[config.mk]
export PLATFORM = sky130hd
export DESIGN_NAME = lp_cke_seq
export DESIGN_NICKNAME = d
export VERILOG_FILES = /design/src/rtl/lp_pkg.sv /design/src/rtl/lp_arb.sv /design/src/rtl/lp_shadow.sv /design/src/rtl/lp_cke_seq.sv
export SDC_FILE = /design/constraint.sdc
export NUM_CORES = 1
export LEC_CHECK = 0
export ABC_AREA = 1
export BUFFER_PORTS_ARGS = -buffer_cell sky130_fd_sc_hd__buf_2
export CAP_MARGIN = 20
export CORE_AREA = 2 2 54 62
export DETAILED_ROUTE_END_ITERATION = 16
export DIE_AREA = 0 0 56 64
export GPL_TIMING_DRIVEN = 0
export PLACE_DENSITY = 0.86
export SETUP_SLACK_MARGIN = 0.1
export SYNTH_ARGS = -nofsm -noshare
export SYNTH_HDL_FRONTEND = slang
export SYNTH_SLANG_ARGS = --single-unit
[constraint.sdc]
create_clock -name clk -period 3.72 [get_ports clk]
set_clock_uncertainty 0.05 [all_clocks]
set_input_delay 0.186 -clock clk [delete_from_list [all_inputs] [get_ports clk]]
set_output_delay 0.186 -clock clk [all_outputs]
set_load 0.02 [all_outputs]
[src/rtl/lp_pkg.sv]
package lp_pkg;

    localparam logic [3:0] CMD_NOP  = 4'b0111;
    localparam logic [3:0] CMD_AREF = 4'b0001;
    localparam logic [3:0] CMD_BST  = 4'b0110;

    typedef enum logic [2:0] {
        MS_NORMAL = 3'd0,
        MS_PD     = 3'd1,
        MS_SR     = 3'd2,
        MS_DPD    = 3'd3,
        MS_CSUSP  = 3'd4,
        MS_SRX    = 3'd5,
        MS_UNINIT = 3'd6
    } mstate_e;

    typedef enum logic [2:0] {
        LP_NONE = 3'd0,
        LP_CS   = 3'd1,
        LP_DPD  = 3'd2,
        LP_SR   = 3'd3,
        LP_PD   = 3'd4
    } lp_kind_e;

    typedef enum logic [2:0] {
        C_RUN, C_PD, C_SR, C_DPD, C_CS, C_WAIT, C_INIT
    } ctl_e;

    typedef struct packed {
        logic       cke;
        logic [3:0] cmd;
        logic       idle;
        logic       xfer;
    } pin_s;

    function automatic logic cmd_quiet(input logic [3:0] c);
        return c[3] || (c == CMD_NOP);
    endfunction

endpackage

[src/rtl/lp_arb.sv]
module lp_arb
    import lp_pkg::*;
#(
    parameter int N_LP = 4
) (
    input  logic            en,
    input  logic            banks_idle,
    input  logic            xfer_active,
    input  logic [N_LP-1:0] req_vec,
    output lp_kind_e        grant
);

    logic [N_LP-1:0] qual;

    // index 0 is clock suspend (needs a transfer), the rest need idle banks
    for (genvar gi = 0; gi < N_LP; gi++) begin : g_qual
        if (gi == 0) begin : g_cs
            assign qual[gi] = en & req_vec[gi] & xfer_active;
        end else begin : g_idle
            assign qual[gi] = en & req_vec[gi] & banks_idle & ~xfer_active;
        end
    end

    always_comb begin
        grant = LP_NONE;
        for (int i = N_LP - 1; i >= 0; i--) begin
            if (qual[i]) grant = lp_kind_e'(3'(i + 1));
        end
    end

endmodule

[src/rtl/lp_shadow.sv]
module lp_shadow
    import lp_pkg::*;
#(
    parameter int XSR_CYC  = 8,
    parameter int MIN_NOPS = 2
) (
    input  logic    clk,
    input  logic    rst_n,
    input  pin_s    pins,
    input  logic    init_done,
    output mstate_e state,
    output logic    illegal
);

    localparam int CNT_W = $clog2(XSR_CYC + 1);
    localparam int NOP_W = $clog2(MIN_NOPS + 1);

    typedef struct packed {
        mstate_e          state;
        logic             cke_prev;
        logic [CNT_W-1:0] cnt;
        logic [NOP_W-1:0] nops;
    } shd_s;

    shd_s r_q, r_d;
    logic quiet;
    logic ill_d;

    always_comb begin
        r_d          = r_q;
        ill_d        = 1'b0;
        quiet        = cmd_quiet(pins.cmd);
        r_d.cke_prev = pins.cke;
        case (r_q.state)
            MS_NORMAL: begin
                if (!r_q.cke_prev) begin
                    ill_d = 1'b1;
                end else if (!pins.cke) begin
                    if (quiet && pins.xfer)
                        r_d.state = MS_CSUSP;
                    else if (quiet && pins.idle)
                        r_d.state = MS_PD;
                    else if (pins.cmd == CMD_AREF && pins.idle && !pins.xfer)
                        r_d.state = MS_SR;
                    else if (pins.cmd == CMD_BST && pins.idle && !pins.xfer)
                        r_d.state = MS_DPD;
                    else
                        ill_d = 1'b1;
                end
            end
            MS_PD, MS_SR, MS_DPD, MS_CSUSP: begin
                if (pins.cke) begin
                    if (!quiet) begin
                        ill_d = 1'b1;
                    end else begin
                        case (r_q.state)
                            MS_PD:  r_d.state = MS_NORMAL;
                            MS_SR: begin
                                r_d.state = MS_SRX;
                                r_d.cnt   = CNT_W'(XSR_CYC);
                                r_d.nops  = '0;
                            end
                            MS_DPD: r_d.state = MS_UNINIT;
                            default: r_d.state = MS_NORMAL;
                        endcase
                    end
                end
            end
            MS_SRX: begin
                if (!pins.cke || !quiet) begin
                    ill_d = 1'b1;
                end else if (r_q.cnt == '0 && r_q.nops >= NOP_W'(MIN_NOPS)) begin
                    r_d.state = MS_NORMAL;
                end else begin
                    if (r_q.cnt != '0) r_d.cnt = r_q.cnt - 1'b1;
                    if (pins.cmd == CMD_NOP && r_q.nops < NOP_W'(MIN_NOPS))
                        r_d.nops = r_q.nops + 1'b1;
                end
            end
            MS_UNINIT: begin
                if (!pins.cke) ill_d = 1'b1;
                else if (init_done) r_d.state = MS_NORMAL;
            end
            default: ill_d = 1'b1;
        endcase
    end

    always_ff @(posedge clk) begin
        if (!rst_n) begin
            r_q.state    <= MS_NORMAL;
            r_q.cke_prev <= 1'b1;
            r_q.cnt      <= '0;
            r_q.nops     <= '0;
        end else begin
            r_q <= r_d;
        end
    end

    assign state   = r_q.state;
    assign illegal = ill_d;

endmodule

[src/rtl/lp_cke_seq.sv]
module lp_cke_seq
    import lp_pkg::*;
#(
    parameter int XSR_CYC  = 8,
    parameter int MIN_NOPS = 2
) (
    input  logic       clk,
    input  logic       rst_n,
    input  logic       banks_idle,
    input  logic       xfer_active,
    input  logic [3:0] host_cmd,
    output logic       host_ready,
    input  logic       pd_req,
    output logic       pd_ack,
    input  logic       sr_req,
    output logic       sr_ack,
    input  logic       dpd_req,
    output logic       dpd_ack,
    input  logic       cs_req,
    output logic       cs_ack,
    output logic       init_req,
    input  logic       init_done,
    output logic       sdr_cke,
    output logic [3:0] sdr_cmd,
    output logic [2:0] mem_state
);

    localparam int N_LP = 4;

    typedef struct packed {
        ctl_e ctl;
        pin_s pins;
    } seq_s;

    seq_s     r_q, r_d;
    lp_kind_e grant;
    mstate_e  shadow_state;
    logic     shadow_illegal;
    logic     arb_en;
    logic     rdy_d;

    assign arb_en = (r_q.ctl == C_RUN) && (shadow_state == MS_NORMAL);

    lp_arb #(.N_LP(N_LP)) u_arb (
        .en          (arb_en),
        .banks_idle  (banks_idle),
        .xfer_active (xfer_active),
        .req_vec     ({pd_req, sr_req, dpd_req, cs_req}),
        .grant       (grant)
    );

    lp_shadow #(.XSR_CYC(XSR_CYC), .MIN_NOPS(MIN_NOPS)) u_shadow (
        .clk       (clk),
        .rst_n     (rst_n),
        .pins      (r_q.pins),
        .init_done (init_done),
        .state     (shadow_state),
        .illegal   (shadow_illegal)
    );

    always_comb begin
        r_d            = r_q;
        rdy_d          = 1'b0;
        r_d.pins.cke   = 1'b1;
        r_d.pins.cmd   = CMD_NOP;
        r_d.pins.idle  = banks_idle;
        r_d.pins.xfer  = xfer_active;
        case (r_q.ctl)
            C_RUN: begin
                if (arb_en) begin
                    case (grant)
                        LP_CS: begin
                            r_d.pins.cke = 1'b0;
                            r_d.ctl      = C_CS;
                        end
                        LP_DPD: begin
                            r_d.pins.cke = 1'b0;
                            r_d.pins.cmd = CMD_BST;
                            r_d.ctl      = C_DPD;
                        end
                        LP_SR: begin
                            r_d.pins.cke = 1'b0;
                            r_d.pins.cmd = CMD_AREF;
                            r_d.ctl      = C_SR;
                        end
                        LP_PD: begin
                            r_d.pins.cke = 1'b0;
                            r_d.ctl      = C_PD;
                        end
                        default: begin
                            r_d.pins.cmd = host_cmd;
                            rdy_d        = 1'b1;
                        end
                    endcase
                end
            end
            C_PD: begin
                if (pd_req) r_d.pins.cke = 1'b0;
                else        r_d.ctl      = C_WAIT;
            end
            C_SR: begin
                if (sr_req) r_d.pins.cke = 1'b0;
                else        r_d.ctl      = C_WAIT;
            end
            C_CS: begin
                if (cs_req) r_d.pins.cke = 1'b0;
                else        r_d.ctl      = C_WAIT;
            end
            C_DPD: begin
                if (dpd_req) r_d.pins.cke = 1'b0;
                else         r_d.ctl      = C_INIT;
            end
            C_WAIT: begin
                if (shadow_state == MS_NORMAL) r_d.ctl = C_RUN;
            end
            C_INIT: begin
                if (shadow_state == MS_UNINIT) begin
                    r_d.pins.cmd = host_cmd;
                    rdy_d        = 1'b1;
                end else if (shadow_state == MS_NORMAL) begin
                    r_d.ctl = C_RUN;
                end
            end
            default: r_d.ctl = C_WAIT;
        endcase
    end

    always_ff @(posedge clk) begin
        if (!rst_n) begin
            r_q.ctl       <= C_RUN;
            r_q.pins.cke  <= 1'b1;
            r_q.pins.cmd  <= CMD_NOP;
            r_q.pins.idle <= 1'b0;
            r_q.pins.xfer <= 1'b0;
        end else begin
            r_q <= r_d;
        end
    end

    assign host_ready = rdy_d;
    assign sdr_cke    = r_q.pins.cke;
    assign sdr_cmd    = r_q.pins.cmd;
    assign mem_state  = shadow_state;
    assign pd_ack     = (shadow_state == MS_PD);
    assign sr_ack     = (shadow_state == MS_SR) || (shadow_state == MS_SRX);
    assign dpd_ack    = (shadow_state == MS_DPD);
    assign cs_ack     = (shadow_state == MS_CSUSP);
    assign init_req   = (shadow_state == MS_UNINIT);

endmodule

---- Word-level counts from Yosys, hierarchy flattened ----
Cells that the tools add are included.
storage, ports and cells
  bits of input ports ..................... 13
  output and inout port bits .............. 14
  word-level logic and storage cells ...... 139
  bits in registers ....................... 20
cells by class
  magnitude comparators ................... 2
  $add $sub $neg .......................... 2
  multiplexer cells ....................... 47
  reduce and logical (&&, ||, !) cells .... 28
  equal/unequal tests ..................... 39
  bitwise operators ....................... 12
operators by type and width
  operator                                       count
  2-to-1 mux 3 bit                               22
  2-to-1 mux 6 bit                               5
  == test 3 bit, second input constant           7
  one-hot mux 3 bit (7 select lines)             1
  AND reduction 7 bit                            3
  != test 2 bit, second input constant           10
  == test 3 x 2 -> 1 bit, second input constant  6
  != test 2 x 1 -> 1 bit, second input constant  8
  one-hot mux 4 bit (4 select lines)             1
  one-hot mux 3 bit (4 select lines)             1
  one-hot mux 4 bit (3 select lines)             1
  one-hot mux 6 bit (2 select lines)             1
  AND 1 bit                                      11
  != test 5 x 1 -> 1 bit, second input constant  2
  AND reduction 10 bit                           1
  == test 3 x 1 -> 1 bit, second input constant  3
  logical AND 1 bit                              9
  == test 4 x 3 -> 1 bit, second input constant  2
  2-to-1 mux 4 bit                               2
  2-to-1 mux 8 bit                               1
  one-hot mux 4 bit (2 select lines)             1
  nonzero test 4 bit                             2
  OR reduction 4 bit                             2
  2-to-1 mux 1 bit                               7
  other kinds (16)                               21

---- Logic depth before layout (Yosys ltp) ----
Gate-level depths: netlist of run 1.
  depth in word-level cells ............... 14
  mapped depth ............................ 11
  gate-level depth less buffers ........... 11

---- Cells and area by module ----
A second synthesis of run 1 with hierarchy kept.
second synthesis, totals
  cell total of the unflattened synthesis .. 255
  area, all modules ....................... 1629.1 um2
modules (own cells, without submodules)
  module      cells an instance  instances  area an instance (um2)  sequential area each (um2)
  lp_cke_seq  113                1          785.8                   200.2
  lp_shadow   129                1          784.5                   200.2
  lp_arb      13                 1          58.8                    0.0

---- Worst setup path before layout of run 1 ----
No wires, ideal clock.
  path type ............................... flip-flop to output port
  start ................................... reg r_q[7] (netlist bit)
  end ..................................... out host_ready
  path buffers ............................ 0
  slack ................................... 2.264 ns
  arrival time ............................ 1.220 ns
  cell stages (with the launch flop) ...... 9
  data required time ...................... 3.484 ns
  path through ............................ dfxtp_1 > nor2_2 > nand2_4 > inv_2 > nand3_4 > nand4_1 > nor2_1 > nor2_1 > inv_1
between the ends
  word-level cells in the longest chain between the ends .. 14
  elaborated cells on any way between the ends .. 26
  classes of those cells .................. 5 x eq/ne; 7 x mux; 11 x bitwise; 3 x reduce/logical
ends and longest elaborated chain
  item                                    RTL line                            text
  start: declaration                      lp_cke_seq.sv:35                    seq_s r_q, r_d;
  start signal: assignment                lp_cke_seq.sv:136                   r_q <= r_d;
  zero test 3 bit                         lp_cke_seq.sv:42, lp_cke_seq.sv:68
  logical AND 1 bit                       lp_cke_seq.sv:42                    assign arb_en = (r_q.ctl == C_RUN) && (shadow_state == MS_NORMAL);
  AND 1 bit (3 in series)                 lp_arb.sv:20                        assign qual[gi] = en & req_vec[gi] & banks_idle & ~xfer_active;
  2-to-1 mux 3 bit (4 in series)          lp_arb.sv:27                        if (qual[i]) grant = lp_kind_e'(3'(i + 1));
  == test 3 bit (tied with other cells)   lp_cke_seq.sv:71                    case (grant)
  OR reduction 4 bit (no source line)     -
  2-to-1 mux 1 bit                        lp_cke_seq.sv:71
  2-to-1 mux 1 bit                        lp_cke_seq.sv:70                    if (arb_en) begin
  one-hot mux 1 bit (2 select lines) (*)  lp_cke_seq.sv:68                    case (r_q.ctl)
  end: declaration                        lp_cke_seq.sv:12                    output logic host_ready,
Mark *: on every way between the ends. The rest lies on a longest branch, timed or not.

---- Worst setup path in the final report of run 1 ----
Ends and elaborated chain as after synthesis.

==> results by group, run 1 <==
Status
  • Outcome: complete, no violations

Routing
  • Drt first-iter violations: 51
  • ANT nets after route: 0
  • Vias: 1619
  • Drt pass-1 iters: 4
  • Via-to-Cell Ratio: 5.17
  • DR WL/cell: 10.7 um
  • Residual DRC count: 0
  • Detailed Route WL: 3.34 mm

Setup path
  • Crit path kind: reg2out
  • Worst path bufs/invs: 3
  • Reg2reg end: u_shadow.r_q[3]
  • Reg-to-reg setup timing slack: 2.14 ns
  • Slowest cell on crit path: dfxtp_1
  • RR Startpoint: u_shadow.state[2]
  • CP top delay family: simple AND/OR/NAND/NOR gates
  • CP max FO: 7
  • Delay of the slowest cell on the worst path: 0.40 ns
  • Worst path required time: 3.48 ns
  • Origin of the worst setup path: r_q[7]
  • CP Cell Sequence: nor2_2 > nand2_4 > inv_2 > nand3_4 > nand4_1 > nor2_1 > nor2_1 > inv_1 > buf_2
  • Kind of start point of the critical path: flip-flop
  • Worst reg-to-reg path cell count: 8
  • Crit end category: output port
  • WP data arrival: 1.79 ns
  • CP dominant cell by count: nor2_1

Hold path
  • Worst hold path depth: 3
  • Hold endpoint: r_q[0]
  • Hold WC Path Type: in2reg
  • Hold path startpoint: xfer_active

Synth
  • Simple-gate portion of the synthesized area: 0.465
  • Avg Synthesized Cell Area: 6.31 um^2
  • Largest family of logic cells by synthesized area: simple AND/OR/NAND/NOR gates
  • Number of synthesis warnings: 0
  • Post-synthesis net count: 264
  • Cells after Synth: 249
  • Post-synthesis compound-gate area fraction: 0.124
  • Netlist Area Pre-Place: 1570 um^2
  • Seq/Total Area, Yosys: 0.255
  • Adder-Cell Fraction of Synth Area: 0.0159
  • Post-synthesis mux area share: 0
  • #FFs+latches synth: 20
  • Synth Area in XOR/XNOR: 0
  • Netlist cell types: 32

Clock network
  • Postcts setup bufs: 0
  • Clock Latency Late Sink: 0.31 ns
  • Clk sinks: 20
  • Post-cts resize count: 0
  • Clock slew at reported path FFs: 0.12 ns
  • CTS tree: built
  • Hold_buf cts: 0
  • H-tree depth: 1
  • CTS max path bufs: 2
  • TritonCTS buffer count: 3
  • Root buffer cell: clkbuf_4

Placed design
  • Post-DP Area: 1740 um^2
  • Buffers on Ports: 26
  • Dpl cells: 309
  • GPL Wtd Cong: 0.923
  • Detailed placement HPWL: 2.74 mm

Global route
  • First-pass GRT wire length: 5.99 mm
  • Initial antenna violation count: 0
  • Largest net degree at the start of global routing: 13
  • Vias in the first global route: 1525
  • Total congestion overflow: 0
  • Total Routing Usage GR: 0.203

Finish
  • Final design utilization: 0.610
  • N_diodes: 0
  • Final non-filler cell total: 313
  • Final cell area excluding filler cells: 1800 um^2
  • Area growth, synth to finish: 14.3%
  • Share of cells above drive strength 1: 0.247
  • Fill count: 295
  • Commonest non-fill, non-tap cells in the layout: nor2_1 (47), nand2_1 (46), inv_1 (35)
  • Commonest non-fill, non-tap cell in the layout: nor2_1
  • Final #Nets: 295

Timing
  • Fin crit share: 0.543
  • RSZ-0062 raised after global routing: no
  • Setup TNS Final: 0 ns
  • Slew Limit Fails: 0
  • Worst-Margin Slew: 0.297 ns
  • Slew Limit Headroom: 0.800
  • Fin. Hold Viols: 0
  • Min Tclk post-route: 2.02 ns
  • Fmax: 495 MHz
  • Final setup violation count: 0

Die
  • Die X: 56 um
  • Die H: 64 um
  • Core footprint: 2940 um^2
  • Starting density of the core: 0.534
  • FP Rows: 21
  • Die area: 3580 um^2
  • Ports: 27

Power and ir drop
  • Leakage: 0.994 nW
  • Max VDD drop: 0.482 mV
  • Pwr dens: 840 nW/um^2

Flow run
  • Maximum Capacitance Violations: 0
-- cell type report --
| class | count | area (um^2) | area share |
|---|---|---|---|
| inverters | 40 | 150 | 0.0836 |
| multi-input cells | 180 | 948 | 0.528 |
| flip-flops and latches | 20 | 400 | 0.223 |
| clock buffers | 3 | 22.5 | 0.0125 |
| well taps | 34 | 42.5 | 0.0237 |
| clock inverters | 1 | 30.0 | 0.0167 |
| repair buffers | 26 | 130 | 0.0725 |
| plain buffers | 9 | 71.3 | 0.0397 |
-- registers in the layout (all words and copies together) (netlist names) --
signal	flops
u_shadow.r_q	7
r_q	5
sdr_cmd	4
u_shadow.state	3
sdr_cke	1
-- how the worst max path moves through the flow --
stage,endpoint,cells past startpoint
global placement,host_ready,9
global route,host_ready,9
finish,host_ready,9
CTS,host_ready,9
floorplan,host_ready,8
detailed placement,host_ready,9
-- worst register-to-register path: cells and delay by family (launching register included) --
| kind | cells | cell delay [ns] |
|---|---|---|
| and+or+nand+nor | 6 | 0.60 |
| DFF | 1 | 0.37 |
| AOI/OAI and AO/OA | 1 | 0.26 |
| buffers and inverters | 1 | 0.19 |
-- Yosys cell counts --
cell type / n / area [um^2]
inv_1: 35 / 131
nor2_4: 2 / 22.5
dfxtp_1: 20 / 400
nor3b_2: 1 / 12.5
nand2_2: 5 / 31.3
nor2_8: 2 / 40.0
ha_1: 2 / 25.0
nand4_1: 4 / 25.0
inv_2: 5 / 18.8
nand3_1: 20 / 100
buf_6: 1 / 11.3
o21ai_2: 1 / 8.76
or2_2: 1 / 6.26
o211ai_1: 1 / 7.51
a21boi_0: 1 / 7.51
nor2_1: 47 / 176
a21oi_2: 1 / 8.76
buf_4: 8 / 60.1
o2111ai_1: 2 / 17.5
nor2_2: 5 / 31.3
nand3_4: 1 / 17.5
nand2_1: 46 / 173
and3_1: 1 / 6.26
nand3_2: 3 / 30.0
o31ai_1: 1 / 7.51
nand3b_4: 1 / 20.0
o21ai_1: 3 / 15.0
o21ai_0: 10 / 50.1
nand2_4: 2 / 22.5
o22ai_1: 1 / 6.26
nor3_1: 3 / 15.0
a21oi_1: 13 / 65.1
-- power by group --
group | internal (mW) | switching (mW) | total (mW) | leakage, nW
sequential | 0.285 | 0.0701 | 0.355 | 0.165
combinational | 0.355 | 0.619 | 0.974 | 0.802
clock | 0.109 | 0.0700 | 0.179 | 0.0279
-- metal layers --
| layer | wire, um | GRT usage | vias up |
|---|---|---|---|
| li1 | - | - | 851 |
| met1 | 1390 | 0.218 | 718 |
| met2 | 1760 | 0.390 | 39 |
| met3 | 120 | 0.0283 | 11 |
| met4 | 76 | 0.0804 | 0 |
| met5 | 0 | 0 | - |
-- per-stage QoR --
step | setup slack, ns | power, mW | hold slack (ns)
after detailed placement | 2.06 | 1.33 | 0.364
after CTS | 1.69 | 1.51 | 0.0353
after global routing | 1.55 | 1.65 | 0.0445
final | 1.70 | 1.51 | 0.0486
after floorplan | 2.26 | 1.14 | 0.229
after global placement | 2.06 | 1.31 | 0.347
-- logic make-up (layout without fill, tap and decap cells) --
family	after synthesis	in the layout
flops	20	20
simple gates	144	144
compound gates	34	34
fa+ha+maj	2	2
buf+inv	49	79
Power figures use the tool's default switching activity.
==> run 2: changes to the inputs <==
--- a/config.mk
+++ b/config.mk
@@ -8,11 +8,11 @@
 export ABC_AREA = 1
 export BUFFER_PORTS_ARGS = -buffer_cell sky130_fd_sc_hd__buf_2
 export CAP_MARGIN = 20
-export CORE_AREA = 2 2 54 62
+export CORE_AREA = 2 2 57 64
 export DETAILED_ROUTE_END_ITERATION = 16
-export DIE_AREA = 0 0 56 64
+export DIE_AREA = 0 0 59 66
 export GPL_TIMING_DRIVEN = 0
-export PLACE_DENSITY = 0.86
+export PLACE_DENSITY = 0.83
 export SETUP_SLACK_MARGIN = 0.1
 export SYNTH_ARGS = -nofsm -noshare
 export SYNTH_HDL_FRONTEND = slang
==> constraint.sdc (replaced) <==
create_clock -name clk -period 1.8 [get_ports clk]
set_clock_uncertainty 0.05 [all_clocks]
set_input_delay 0.09 -clock clk [delete_from_list [all_inputs] [get_ports clk]]
set_output_delay 0.09 -clock clk [all_outputs]
set_load 0.02 [all_outputs]
==> results by group, run 2 (synthesized netlist as in run 1, its figures left out) <==
Status
  • Outcome: complete, no violations

Clock network
  • Root buffer cell: clkbuf_4
  • Clock slew at reported path FFs: 0.13 ns (about the same)
  • Clk sinks: 20 (unchanged)
  • TritonCTS buffer count: 3 (unchanged)
  • H-tree depth: 1 (unchanged)
  • CTS max path bufs: 2 (unchanged)
  • Clock Latency Late Sink: 0.31 ns (about the same)
  • CTS tree: built

Global route
  • Vias in the first global route: 1566 (+2.7%)
  • Total congestion overflow: 0 (unchanged)
  • Total Routing Usage GR: 0.214 (+0.0115)
  • Largest net degree at the start of global routing: 13 (unchanged)
  • Initial antenna violation count: 0 (unchanged)
  • First-pass GRT wire length: 6.51 mm (+8.7%)

Setup path
  • WP data arrival: 1.65 ns (-0.14 ns)
  • CP dominant cell by count: nor2_1
  • Reg-to-reg setup timing slack: 0.20 ns (-1.94 ns)
  • Slowest cell on crit path: dfxtp_4
  • CP max FO: 4 (-3)
  • Kind of start point of the critical path: flip-flop
  • Crit path kind: reg2out
  • CP Cell Sequence: nor2_4 > nand2_4 > nor2_8 > nand2_1 > nand4_1 > nor2_1 > nor2_1 > inv_1 > buf_6
  • Worst path required time: 1.66 ns (-1.82 ns)
  • Delay of the slowest cell on the worst path: 0.38 ns (-0.02 ns)
  • Crit end category: output port

Finish
  • Final design utilization: 0.629 (+0.0185)
  • Commonest non-fill, non-tap cell in the layout: nor2_1
  • Fill count: 294 (-0.34%)
  • Commonest non-fill, non-tap cells in the layout: nor2_1 (47), nand2_1 (45), inv_1 (35)
  • Largest Register: u_shadow.r_q
  • Final non-filler cell total: 335 (+7.0%)
  • N_diodes: 0 (unchanged)
  • Area growth, synth to finish: 30.0%
  • Share of cells above drive strength 1: 0.311 (+0.0637)
  • Largest register FFs: 7 (unchanged)
  • Final #Nets: 315 (+6.8%)

Power and ir drop
  • Clk pwr share: 0.102 (-0.017)
  • Power share of the sequential group: 0.213 (-0.022)
  • Pwr dens: 1750 nW/um^2 (+110%)
  • Sw Ratio: 0.489 (-0.0143)
  • Comb pwr share: 0.685 (+0.039)
  • Max VDD drop: 0.867 mV (+80%)
  • Sw power: 1.75 mW (+130%)
  • Internal power: 1.82 mW (+140%)
  • Leakage: 1.10 nW (+11%)

Routing
  • Drt first-iter violations: 64 (+25%)
  • Residual DRC count: 0 (unchanged)
  • Vias: 1748 (+8.0%)
  • ANT nets after route: 0 (unchanged)
  • Drt pass-1 iters: 4 (unchanged)
  • DR WL/cell: 12.2 um (+14%)
  • Via-to-Cell Ratio: 5.22 (+0.88%)
  • Detailed Route WL: 4.09 mm (+22%)

Die
  • Core footprint: 3250 um^2 (+10%)
  • Ports: 27 (unchanged)
  • Starting density of the core: 0.483 (-0.0502)
  • FP Rows: 22 (+4.8%)
  • Die X: 59 um (+5.4%)
  • Die area: 3890 um^2 (+8.6%)
  • Die H: 66 um (+3.1%)

Timing
  • Final hold slack: 0.0163 ns (-0.0323 ns)
  • Fmax: 557 MHz
  • Min Tclk post-route: 1.79 ns
  • Fin crit share: 0.997
  • Worst-Margin Slew: 0.289 ns (-0.00821 ns)
  • Slew Limit Headroom: 0.806 (+0.00571)
  • Final setup violation count: 0 (unchanged)
  • Slew Limit Fails: 0 (unchanged)
  • Fin. Hold Viols: 0 (unchanged)
  • RSZ-0062 raised after global routing: yes
  • Setup TNS Final: 0 ns (unchanged)

Placed design
  • Buffers on Ports: 26 (unchanged)
  • GPL Wtd Cong: 0.884 (-4.2%)
  • Detailed placement HPWL: 2.83 mm (+3.3%)
  • Dpl cells: 311 (+0.65%)

Flow run
  • Maximum Capacitance Violations: 0 (unchanged)

Hold path
  • Hold WC Path Type: in2reg
-- run 2: layout make-up --
type | count | area (um^2) | share of cell area
buffer | 9 | 71.3 | 0.0349
clock buffer | 3 | 22.5 | 0.0110
clock inverter | 1 | 30.0 | 0.0147
inverter | 40 | 163 | 0.0797
multi-input combinational | 180 | 995 | 0.487
sequential | 20 | 419 | 0.205
tap | 36 | 45.0 | 0.0221
timing repair buffer | 46 | 297 | 0.145
-- run 2: final timing paths --
check,from,to,cells after the start
max,r_q[7],host_ready,9
min,rst_n,u_shadow.r_q[0],3
max reg2reg,r_q[7],r_q[9],11
min reg2reg,u_shadow.r_q[2],u_shadow.r_q[2],2
-- run 2: worst max-delay path: cells and delay by family (launching register included) --
kind / cells / cell delay (ns)
buffers and inverters: 2 / 0.23
flip-flops: 1 / 0.38
AND/OR/NAND/NOR: 7 / 0.75
-- run 2: routing by layer --
| layer | GRT usage | up-vias | share of wire |
|---|---|---|---|
| met2 | 0.413 | 46 | 0.54 |
| met4 | 0.0881 | 0 | 0.026 |
| met3 | 0.0254 | 14 | 0.036 |
| met1 | 0.227 | 799 | 0.40 |
| li1 | - | 889 | - |
| met5 | 0 | - | 0 |
-- run 2: through the flow --
stage | power (mW) | cell area [um^2] | setup slack [ns]
floorplan | 2.35 | 1570 | 0.366
global placement | 2.71 | 1750 | 0.219
detailed placement | 2.75 | 1750 | 0.219
CTS | 3.37 | 1960 | 0.0490
global route | 3.84 | 2040 | -0.0927
finish | 3.57 | 2040 | 0.00551
-- run 2: timing repair --
action,in CTS,in global routing
gates resized for setup,16,11
endpoints found under the setup margin,1,10
pin swaps,7,6
hold buffers,4,0
endpoints found under the hold margin,4,0
setup buffers,10,6
cloned,0,0
-- run 2: power groups by stage --
stage / Combinational (mW) / Sequential (mW) / Clock [mW]
floorplan: 1.63 / 0.725 / 0
global placement: 1.97 / 0.746 / 0
detailed placement: 2.00 / 0.753 / 0
CTS: 2.24 / 0.757 / 0.371
global route: 2.67 / 0.777 / 0.395
finish: 2.44 / 0.761 / 0.365
==> run 3: changes to the inputs <==
--- a/config.mk
+++ b/config.mk
@@ -8,11 +8,13 @@
 export ABC_AREA = 1
 export BUFFER_PORTS_ARGS = -buffer_cell sky130_fd_sc_hd__buf_2
 export CAP_MARGIN = 20
-export CORE_AREA = 2 2 57 64
+export CELL_PAD_IN_SITES_DETAIL_PLACEMENT = 1
+export CELL_PAD_IN_SITES_GLOBAL_PLACEMENT = 1
+export CORE_AREA = 2 2 67 76
 export DETAILED_ROUTE_END_ITERATION = 16
-export DIE_AREA = 0 0 59 66
+export DIE_AREA = 0 0 69 78
 export GPL_TIMING_DRIVEN = 0
-export PLACE_DENSITY = 0.83
+export PLACE_DENSITY = 0.84
 export SETUP_SLACK_MARGIN = 0.1
 export SYNTH_ARGS = -nofsm -noshare
 export SYNTH_HDL_FRONTEND = slang
==> results by group, run 3 (synthesized netlist as in run 1, its figures left out) <==
Timing
  • RSZ-0062 raised after global routing: yes
  • Fin. Hold Viols: 0 (unchanged)
  • Final setup violation count: 0 (unchanged)
  • Min Tclk post-route: 1.70 ns (-0.0945 ns)
  • Slew Limit Fails: 0 (unchanged)
  • Fmax: 588 MHz (+5.6%)
  • Slew Limit Headroom: 0.743 (-0.0629)
  • Fin crit share: 0.944 (-0.0525)
  • Worst-Margin Slew: 0.382 ns (+0.0934 ns)
  • Setup TNS Final: 0 ns (unchanged)

Die
  • FP Rows: 26 (+18%)
  • Die area: 5380 um^2 (+38%)
  • Starting density of the core: 0.345 (-0.139)
  • Ports: 27 (unchanged)
  • Core footprint: 4550 um^2 (+40%)
  • Die X: 69 um (+17%)
  • Die H: 78 um (+18%)

Finish
  • Largest register FFs: 7 (unchanged)
  • N_diodes: 0 (unchanged)
  • Commonest non-fill, non-tap cell in the layout: nor2_1
  • Fill count: 627 (+110%)
  • Register area: 419 um^2 (unchanged)
  • Final non-filler cell total: 356 (+6.3%)
  • Multi-input logic area: 1010 um^2 (+1.8%)
  • Final design utilization: 0.461 (-0.168)
  • Largest Register: u_shadow.r_q
  • Share of cells above drive strength 1: 0.347 (+0.0356)
  • Commonest non-fill, non-tap cells in the layout: nor2_1 (45), nand2_1 (43), inv_1 (34)
  • Final #Nets: 316 (+0.32%)
  • Area growth, synth to finish: 33.6%

Routing
  • Detailed Route WL: 5.00 mm (+22%)
  • Residual DRC count: 0 (unchanged)
  • Drt first-iter violations: 30 (-53%)
  • Vias: 1788 (+2.3%)
  • DR WL/cell: 14.0 um (+15%)
  • ANT nets after route: 0 (unchanged)
  • Drt pass-1 iters: 4 (unchanged)
  • Via-to-Cell Ratio: 5.02 (-3.7%)

Clock network
  • Clk sinks: 20 (unchanged)
  • Clock slew at reported path FFs: 0.09 ns (-0.04 ns)
  • H-tree depth: 1 (unchanged)
  • Clock Latency Late Sink: 0.28 ns (-0.03 ns)
  • CTS tree: built
  • TritonCTS buffer count: 3 (unchanged)
  • Root buffer cell: clkbuf_8
  • CTS max path bufs: 2 (unchanged)

Placed design
  • Detailed placement HPWL: 3.57 mm (+26%)
  • Buffers on Ports: 26 (unchanged)
  • Dpl cells: 331 (+6.4%)
  • GPL Wtd Cong: 0.826 (-6.5%)

Setup path
  • Worst reg-to-reg path cell count: 8 (-3)
  • Origin of the worst setup path: u_shadow.state[0]
  • Crit end category: output port
  • CP max FO: 4 (unchanged)
  • Worst path required time: 1.66 ns (about the same)
  • Crit path kind: reg2out
  • Reg-to-reg setup timing slack: 0.20 ns (about the same)
  • Kind of start point of the critical path: flip-flop
  • Reg2reg end: u_shadow.r_q[0]
  • WP data arrival: 1.56 ns (-0.09 ns)
  • RR Startpoint: u_shadow.state[2]

Global route
  • Vias in the first global route: 1979 (+26%)
  • Initial antenna violation count: 0 (unchanged)
  • First-pass GRT wire length: 8.63 mm (+33%)
  • Total Routing Usage GR: 0.199 (-0.0148)
  • Largest net degree at the start of global routing: 13 (unchanged)
  • Total congestion overflow: 0 (unchanged)

Power and ir drop
  • Pwr Total: 3.81 mW (+6.8%)
  • Max VDD drop: 0.637 mV (-27%)
  • Leakage: 1.12 nW (+1.7%)
  • Pwr dens: 1820 nW/um^2 (+4.0%)

Hold path
  • Hold endpoint: u_shadow.r_q[0]
  • Worst hold path depth: 3 (unchanged)
  • Hold path startpoint: rst_n
  • Hold WC Path Type: in2reg

Status
  • Outcome: complete, no violations

Flow run
  • Maximum Capacitance Violations: 0 (unchanged)
[run 3: cell count changes in the layout (fill, tap and decap cells not counted), sizes merged]
cell	previous run	this run
dlygate4sd3	4	3
buf	51	53
[run 3: power breakdown]
| group | leakage [nW] | switching, mW | internal (mW) |
|---|---|---|---|
| Sequential | 0.168 | 0.152 | 0.609 |
| Clock | 0.0357 | 0.172 | 0.298 |
| Combinational | 0.919 | 1.54 | 1.05 |
[run 3: final cells by class]
type | instances | share of cell area
timing repair buffer | 47 | 0.144
sequential | 20 | 0.200
clock inverter | 1 | 0.0143
multi-input combinational | 180 | 0.482
buffer | 9 | 0.0340
inverter | 40 | 0.0727
clock buffer | 3 | 0.0197
tap | 56 | 0.0334
[run 3: critical path: stages (launching register included)]
cell	delay, ns
dfxtp_4	0.37
nor2_4	0.13
nand2_4	0.09
nor2_8	0.13
nand2_2	0.06
nand4_1	0.14
nor2_1	0.07
nor2_2	0.11
inv_1	0.07
buf_6	0.13
[run 3: worst max-delay path by stage]
| stage | end | slack (ns) | cells past startpoint |
|---|---|---|---|
| 6_report | host_ready | 0.1 | 9 |
| 5_1_grt | host_ready | 0.002 | 9 |
| 4_1_cts | host_ready | 0.04 | 9 |
| 3_5_place_dp | host_ready | 0.15 | 9 |
| 3_3_place_gp | host_ready | 0.19 | 9 |
| 2_1_floorplan | u_shadow.state[1] | 0.37 | 6 |
[run 3: routing by layer]
layer,global-route usage,share of wire
met1,0.202,0.40
met4,0.125,0.032
met2,0.366,0.54
met3,0.0442,0.028
met5,0,0
[run 3: timing repair]
action                                  CTS  global route
cloned                                    0             0
hold buffers                              3             0
hold endpoints to repair                  3             0
buffers inserted                         14             4
gates resized for setup                  13            18
pin swaps                                 9             7
endpoints found under the setup margin    1            12
[run 3: metrics by stage]
step           hold slack [ns]  setup WS, ns  area, um^2
3_5_place_dp             0.258         0.148        1770
3_3_place_gp             0.261         0.194        1770
6_report                0.0617         0.100        2100
5_1_grt                 0.0649       0.00151        2100
4_1_cts                 0.0504        0.0411        2010
2_1_floorplan            0.133         0.366        1570
